## src/rtl/sdac_pkg.sv

```systemverilog
package sdac_pkg;
    // Holding register control states
    typedef enum logic [0:0] {
        ST_HOLD   = 1'b0,   // keep code
        ST_FOLLOW = 1'b1    // copy shift register every cycle
    } hold_state_e;

    localparam int unsigned SDAC_CODE_W   = 12;
    localparam int unsigned SDAC_SYNC_LEN = 2;
endpackage

```

## src/rtl/sdac_sync.sv

```systemverilog
module sdac_sync #(
    parameter int unsigned    W       = 1,
    parameter int unsigned    STAGES  = 2,
    parameter logic [W-1:0]   RST_VAL = '0
) (
    input  logic         clk,
    input  logic         rst_n,
    input  logic [W-1:0] async_i,
    output logic [W-1:0] sync_o
);
    logic [W-1:0] stage_q [STAGES];

    for (genvar g = 0; g < STAGES; g++) begin : g_stage
        logic [W-1:0] d;
        if (g == 0) begin : g_first
            assign d = async_i;
        end else begin : g_next
            assign d = stage_q[g-1];
        end
        always_ff @(posedge clk) begin
            if (!rst_n) stage_q[g] <= RST_VAL;
            else        stage_q[g] <= d;
        end
    end

    assign sync_o = stage_q[STAGES-1];
endmodule

```

## src/rtl/sdac_edge.sv

```systemverilog
module sdac_edge #(
    parameter logic RST_VAL = 1'b0
) (
    input  logic clk,
    input  logic rst_n,
    input  logic lvl_i,
    output logic rise_o
);
    logic prev_q;

    always_ff @(posedge clk) begin
        if (!rst_n) prev_q <= RST_VAL;
        else        prev_q <= lvl_i;
    end

    assign rise_o = lvl_i & ~prev_q;
endmodule

```

## src/rtl/sdac_shifter.sv

```systemverilog
module sdac_shifter #(
    parameter int unsigned CODE_W = 12
) (
    input  logic              clk,
    input  logic              rst_n,
    input  logic              step_i,
    input  logic              bit_i,
    output logic [CODE_W-1:0] sh_q,
    output logic [CODE_W-1:0] sh_next
);
    // Next value is exported so that a same-cycle latch sees the shifted word
    always_comb begin
        if (step_i) sh_next = {sh_q[CODE_W-2:0], bit_i};
        else        sh_next = sh_q;
    end

    always_ff @(posedge clk) begin
        if (!rst_n) sh_q <= '0;
        else        sh_q <= sh_next;
    end
endmodule

```

## src/rtl/sdac_hold_ctrl.sv

```systemverilog
module sdac_hold_ctrl
    import sdac_pkg::*;
#(
    parameter int unsigned CODE_W = 12
) (
    input  logic              clk,
    input  logic              rst_n,
    input  logic              load_lvl_i,   // synchronized strobe, low = asserted
    input  logic [CODE_W-1:0] src_i,        // shift register next value
    output logic [CODE_W-1:0] code_o,
    output logic              upd_o,
    output hold_state_e       state_o
);
    hold_state_e state_q, state_d;
    logic        take;

    // State register
    always_ff @(posedge clk) begin
        if (!rst_n) state_q <= ST_HOLD;
        else        state_q <= state_d;
    end

    // Next state and copy enable
    always_comb begin
        state_d = state_q;
        take    = 1'b0;
        unique case (state_q)
            ST_HOLD: begin
                if (!load_lvl_i) begin          // ENTER
                    state_d = ST_FOLLOW;
                    take    = 1'b1;
                end
            end
            ST_FOLLOW: begin
                take = 1'b1;                    // transparent, or final copy on LATCH
                if (load_lvl_i) state_d = ST_HOLD;
            end
            default: state_d = ST_HOLD;
        endcase
    end

    // Holding register and change pulse
    always_ff @(posedge clk) begin
        if (!rst_n) begin
            code_o <= '0;
            upd_o  <= 1'b0;
        end else begin
            upd_o <= take && (src_i != code_o);
            if (take) code_o <= src_i;
        end
    end

    assign state_o = state_q;
endmodule

```

## src/rtl/sdac_serial_front.sv

```systemverilog
module sdac_serial_front
    import sdac_pkg::*;
#(
    parameter int unsigned CODE_W   = SDAC_CODE_W,
    parameter int unsigned SYNC_LEN = SDAC_SYNC_LEN
) (
    input  logic              clk,
    input  logic              rst_n,
    input  logic              sdat_pin,
    input  logic              sclk_pin,
    input  logic              load_n_pin,
    output logic [CODE_W-1:0] code,
    output logic              code_upd
);
    localparam int unsigned PIN_N = 3;
    localparam logic [PIN_N-1:0] PIN_IDLE = 3'b100;  // {load_n, sclk, sdat}

    logic [PIN_N-1:0]  pins_s;
    logic              load_lvl;
    logic              sclk_lvl;
    logic              sdat_s;
    logic              sclk_rise;
    logic [CODE_W-1:0] shreg;
    logic [CODE_W-1:0] sh_next;
    hold_state_e       hold_state;

    sdac_sync #(.W(PIN_N), .STAGES(SYNC_LEN), .RST_VAL(PIN_IDLE)) u_sync (
        .clk     (clk),
        .rst_n   (rst_n),
        .async_i ({load_n_pin, sclk_pin, sdat_pin}),
        .sync_o  (pins_s)
    );

    assign load_lvl = pins_s[2];
    assign sclk_lvl = pins_s[1];
    assign sdat_s   = pins_s[0];

    sdac_edge #(.RST_VAL(1'b0)) u_sclk_edge (
        .clk    (clk),
        .rst_n  (rst_n),
        .lvl_i  (sclk_lvl),
        .rise_o (sclk_rise)
    );

    sdac_shifter #(.CODE_W(CODE_W)) u_shift (
        .clk     (clk),
        .rst_n   (rst_n),
        .step_i  (sclk_rise),
        .bit_i   (sdat_s),
        .sh_q    (shreg),
        .sh_next (sh_next)
    );

    sdac_hold_ctrl #(.CODE_W(CODE_W)) u_hold (
        .clk        (clk),
        .rst_n      (rst_n),
        .load_lvl_i (load_lvl),
        .src_i      (sh_next),
        .code_o     (code),
        .upd_o      (code_upd),
        .state_o    (hold_state)
    );
endmodule

```

## config.mk

```make
export PLATFORM = sky130hd
export DESIGN_NAME = sdac_serial_front
export DESIGN_NICKNAME = d
export VERILOG_FILES = /design/src/rtl/sdac_pkg.sv /design/src/rtl/sdac_sync.sv /design/src/rtl/sdac_edge.sv /design/src/rtl/sdac_shifter.sv /design/src/rtl/sdac_hold_ctrl.sv /design/src/rtl/sdac_serial_front.sv
export SDC_FILE = /design/constraint.sdc
export NUM_CORES = 1
export LEC_CHECK = 0
export ABC_CLOCK_PERIOD_IN_PS = 3600
export BUFFER_PORTS_ARGS = -buffer_cell sky130_fd_sc_hd__buf_2
export CORE_AREA = 2 2 54 56
export CTS_BUF_LIST = sky130_fd_sc_hd__clkbuf_16
export CTS_CLUSTER_DIAMETER = 50
export CTS_CLUSTER_SIZE = 14
export DETAILED_ROUTE_END_ITERATION = 8
export DIE_AREA = 0 0 56 58
export PLACE_DENSITY = 0.79
export SETUP_SLACK_MARGIN = 0.1
export SYNTH_ARGS = -nofsm -noshare
export SYNTH_HDL_FRONTEND = slang
export SYNTH_SLANG_ARGS = --single-unit
```

## constraint.sdc

```tcl
create_clock -name clk -period 3.6 [get_ports clk]
set_input_delay 0.72 -clock clk [delete_from_list [all_inputs] [get_ports clk]]
set_output_delay 0.72 -clock clk [all_outputs]
set_load 0.02 [all_outputs]
```

==> results.json <==
{
  "tritoncts": "built",
  "crit_type": "reg2reg",
  "worst_pin_slew_ns": 0.891,
  "finalSetupViolations": 0,
  "clock-sinks": 33,
  "grt_max_degree": 34,
  "power_density_nw_per_um2": 506,
  "drc": 0,
  "n_antenna_cell": 0,
  "power_frac_seq_pct": 45.3,
  "syn_to_final_growth_pct": 14.6,
  "ys_async_sr_fraction_pct": 0,
  "startpoint_type": "register",
  "grt.overflow.total": 0,
  "synth_area_leaders": "dfxtp_1 44%, o211a_1 8.1%, mux2i_1 6.7%",
  "io_buffers": 17,
  "min_from": "u_sync.stage_q[1][2]$_SDFF_PN1_",
  "via_count": 1162,
  "drive_gt1_share_pct": 13.6,
  "core_sq_um": 2660,
  "synthCells": 160,
  "rsz0062_at_grt": "false",
  "leakagePower_nw": 0.795,
  "internal_power_uw": 664,
  "nNetsFinal": 180,
  "drt_iter0_markers": 17,
  "io_pins": 18,
  "synth_nets": 165,
  "fin_crit_sh_pct": 58.7,
  "grt_pass1_wl_um": 4980,
  "report.final.slew_viol_count": 0,
  "cp_slowest_cell": "nor2b_4",
  "cp_slowest_stage_delay_ns": 0.52,
  "avgRoutedWirePerCell_um": 14.4,
  "clkPwrFrac_pct": 45.3,
  "critPathCaptureType": "register",
  "hold_end": "u_hold.state_o$_SDFF_PN0_",
  "yosysMostFrequentCell": "dfxtp_1",
  "htree_levels": 2,
  "clock_latency_ns": 0.27,
  "ctsHoldBuffers": 0,
  "n_fill_cell": 245,
  "num_rows": 19,
  "synth_edf_count": 0,
  "grtUsageTotal_pct": 20.3,
  "cts_resized": 0,
  "antenna_found_initial": 0,
  "place_area_sq_um": 1570,
  "first_pass_iters": 4,
  "outcome": "completed",
  "worstPathArrival_ns": 2.27,
  "p_comb_share_pct": 9.4,
  "dieArea_sq_um": 3250,
  "r2r-end": "u_hold.upd_o$_SDFF_PN0_",
  "dp_cells": 199,
  "setup_tns_ns": 0,
  "stdcell_count": 207,
  "swShare_pct": 23.2,
  "viasPerCell": 5.61,
  "fin_area_sq_um": 1710,
  "worstHoldPathType": "reg2reg",
  "dp_hpwl_um": 1930,
  "synth.distinct_cells": 28,
  "power_uw": 865,
  "cts-root-buf": "clkbuf_16",
  "ys_ff_latch": 33,
  "drv_cap": 0,
  "synth_top_area_share_pct": 44.3,
  "synth_area_sq_um": 1490,
  "ant_nets": 0,
  "clk_pin_slew_ns": 0.05,
  "die_w_um": 56,
  "synth_commonest_cells": "33 x dfxtp_1, 15 x nand2_1, 14 x nor2b_1",
  "yosysTopAreaCell": "dfxtp_1",
  "dieHeight_um": 58,
  "crit_path_max_fanout": 21,
  "cts_setup_buffers": 0,
  "rr_startpoint": "u_sync.stage_q[1][1]$_SDFF_PN0_",
  "critical_path_required_ns": 3.76,
  "cts.path.max_buffers": 2,
  "ys.flop_type": "dfxtp_1",
  "totalWireLength_um": 2990,
  "yosysWarnings": 0,
  "gp_congestion": 0.841,
  "crit_chain": "nor2b_4, mux2i_1, o22ai_1, a211o_1, o311a_1",
  "finalClockSkew_ns": 0.00212,
  "slew_headroom_pct": 40.6,
  "ff2ff_path_depth": 5,
  "seq_area_frac_synth_pct": 44.3,
  "finalHoldViolations": 0,
  "fmax_mhz": 474,
  "switchingPower_uw": 201,
  "avgSynthCellArea_sq_um": 9.32,
  "finalCriticalPeriod_ns": 2.11,
  "cts_buffers": 5,
  "hold_path_depth": 1,
  "vdd_drop_max_v": 0.000385,
  "grt_pass1_vias": 1077,
  "r2r_slack_ns": 1.49,
  "start_util_pct": 56.0
}
per-stage QoR:
| step | util (%) | hold slack, ns | worst slack (ns) |
|---|---|---|---|
| 3_3_place_gp | 59.0 | 0.394 | 1.64 |
| 3_5_place_dp | 59.0 | 0.400 | 1.53 |
| 4_1_cts | 64.2 | 0.417 | 1.53 |
| 5_1_grt | 64.2 | 0.434 | 1.40 |
| 2_1_floorplan | - | 0.386 | 1.98 |
| 6_report | 64.2 | 0.413 | 1.49 |
flip-flops by register name (all words and copies together), names as in the netlist:
signal              count
u_hold.upd_o            1
u_shift.sh_q           12
u_hold.state_o          1
u_hold.code_o          12
u_sync.stage_q          6
u_sclk_edge.prev_q      1
kinds of logic after synthesis:
family / Yosys count / share of synthesized area, %
muxes: 10 / 6.71
AOI/OAI and AO/OA: 33 / 18.6
buffers and inverters: 18 / 5.20
and+or+nand+nor: 62 / 22.8
DFF: 33 / 44.3
xor gates and xnor gates: 4 / 2.35
power by group through the flow:
| stage | clock network, mW | registers [mW] | logic [mW] |
|---|---|---|---|
| after floorplan | 0 | 0.408 | 0.0511 |
| after global placement | 0 | 0.398 | 0.0782 |
| after detailed placement | 0 | 0.399 | 0.0801 |
| after CTS | 0.399 | 0.392 | 0.0813 |
| after global routing | 0.413 | 0.394 | 0.0885 |
| final | 0.392 | 0.392 | 0.0809 |
metal layers:
layer | GRT usage [%] | up-vias | share of wire [%] | routed length (um)
li1 | - | 583 | - | -
met1 | 22.8 | 556 | 45 | 1340
met2 | 35.1 | 18 | 50 | 1500
met3 | 4.69 | 5 | 3.0 | 91
met4 | 12.2 | 0 | 2.0 | 61
met5 | 0 | - | 0 | 0
worst max-delay path by stage:
stage | from | end | slack (ns) | cells past startpoint
floorplan | u_sync.stage_q[1][1]$_SDFF_PN0_ | u_hold.upd_o$_SDFF_PN0_ | 1.98 | 6
global placement | u_sync.stage_q[1][1]$_SDFF_PN0_ | u_hold.upd_o$_SDFF_PN0_ | 1.64 | 5
detailed placement | u_sync.stage_q[1][1]$_SDFF_PN0_ | u_hold.upd_o$_SDFF_PN0_ | 1.53 | 5
CTS | u_sync.stage_q[1][1]$_SDFF_PN0_ | u_hold.upd_o$_SDFF_PN0_ | 1.53 | 5
global route | u_sync.stage_q[1][1]$_SDFF_PN0_ | u_hold.upd_o$_SDFF_PN0_ | 1.40 | 5
finish | u_sync.stage_q[1][1]$_SDFF_PN0_ | u_hold.upd_o$_SDFF_PN0_ | 1.49 | 5
worst max-delay path, delay by kind of cell (launching register included):
family | cells | cell delay [ns]
flops | 1 | 0.34
simple gates | 1 | 0.52
compound gates | 3 | 0.75
mux | 1 | 0.39
area by class of cell:
cell class	count	area, sq um	share of cell area [%]
Sequential cell	33	661	38.7
Multi-Input combinational cell	109	753	44.1
Timing Repair Buffer	17	85.1	4.98
Inverter	9	33.8	1.98
Tap cell	31	38.8	2.27
Clock buffer	5	125	7.32
Clock inverter	3	12.5	0.732
placed cells by master, fill, tap and decap left out, types with 4 or more instances in the layout:
master     synthesis  routed
nand2_1           15      15
inv_1              9       9
o2111ai_1          5       5
nor2_1             7       7
o22ai_1            4       4
xnor2_1            4       4
and2_1             9       9
buf_2              2      17
nor2b_1           14      14
dfxtp_1           33      33
nand2b_1          11      11
clkbuf_16          0       5
mux2i_1           10      10
o211a_1           12      12
Note: power is estimated with default switching activity, not from simulation.
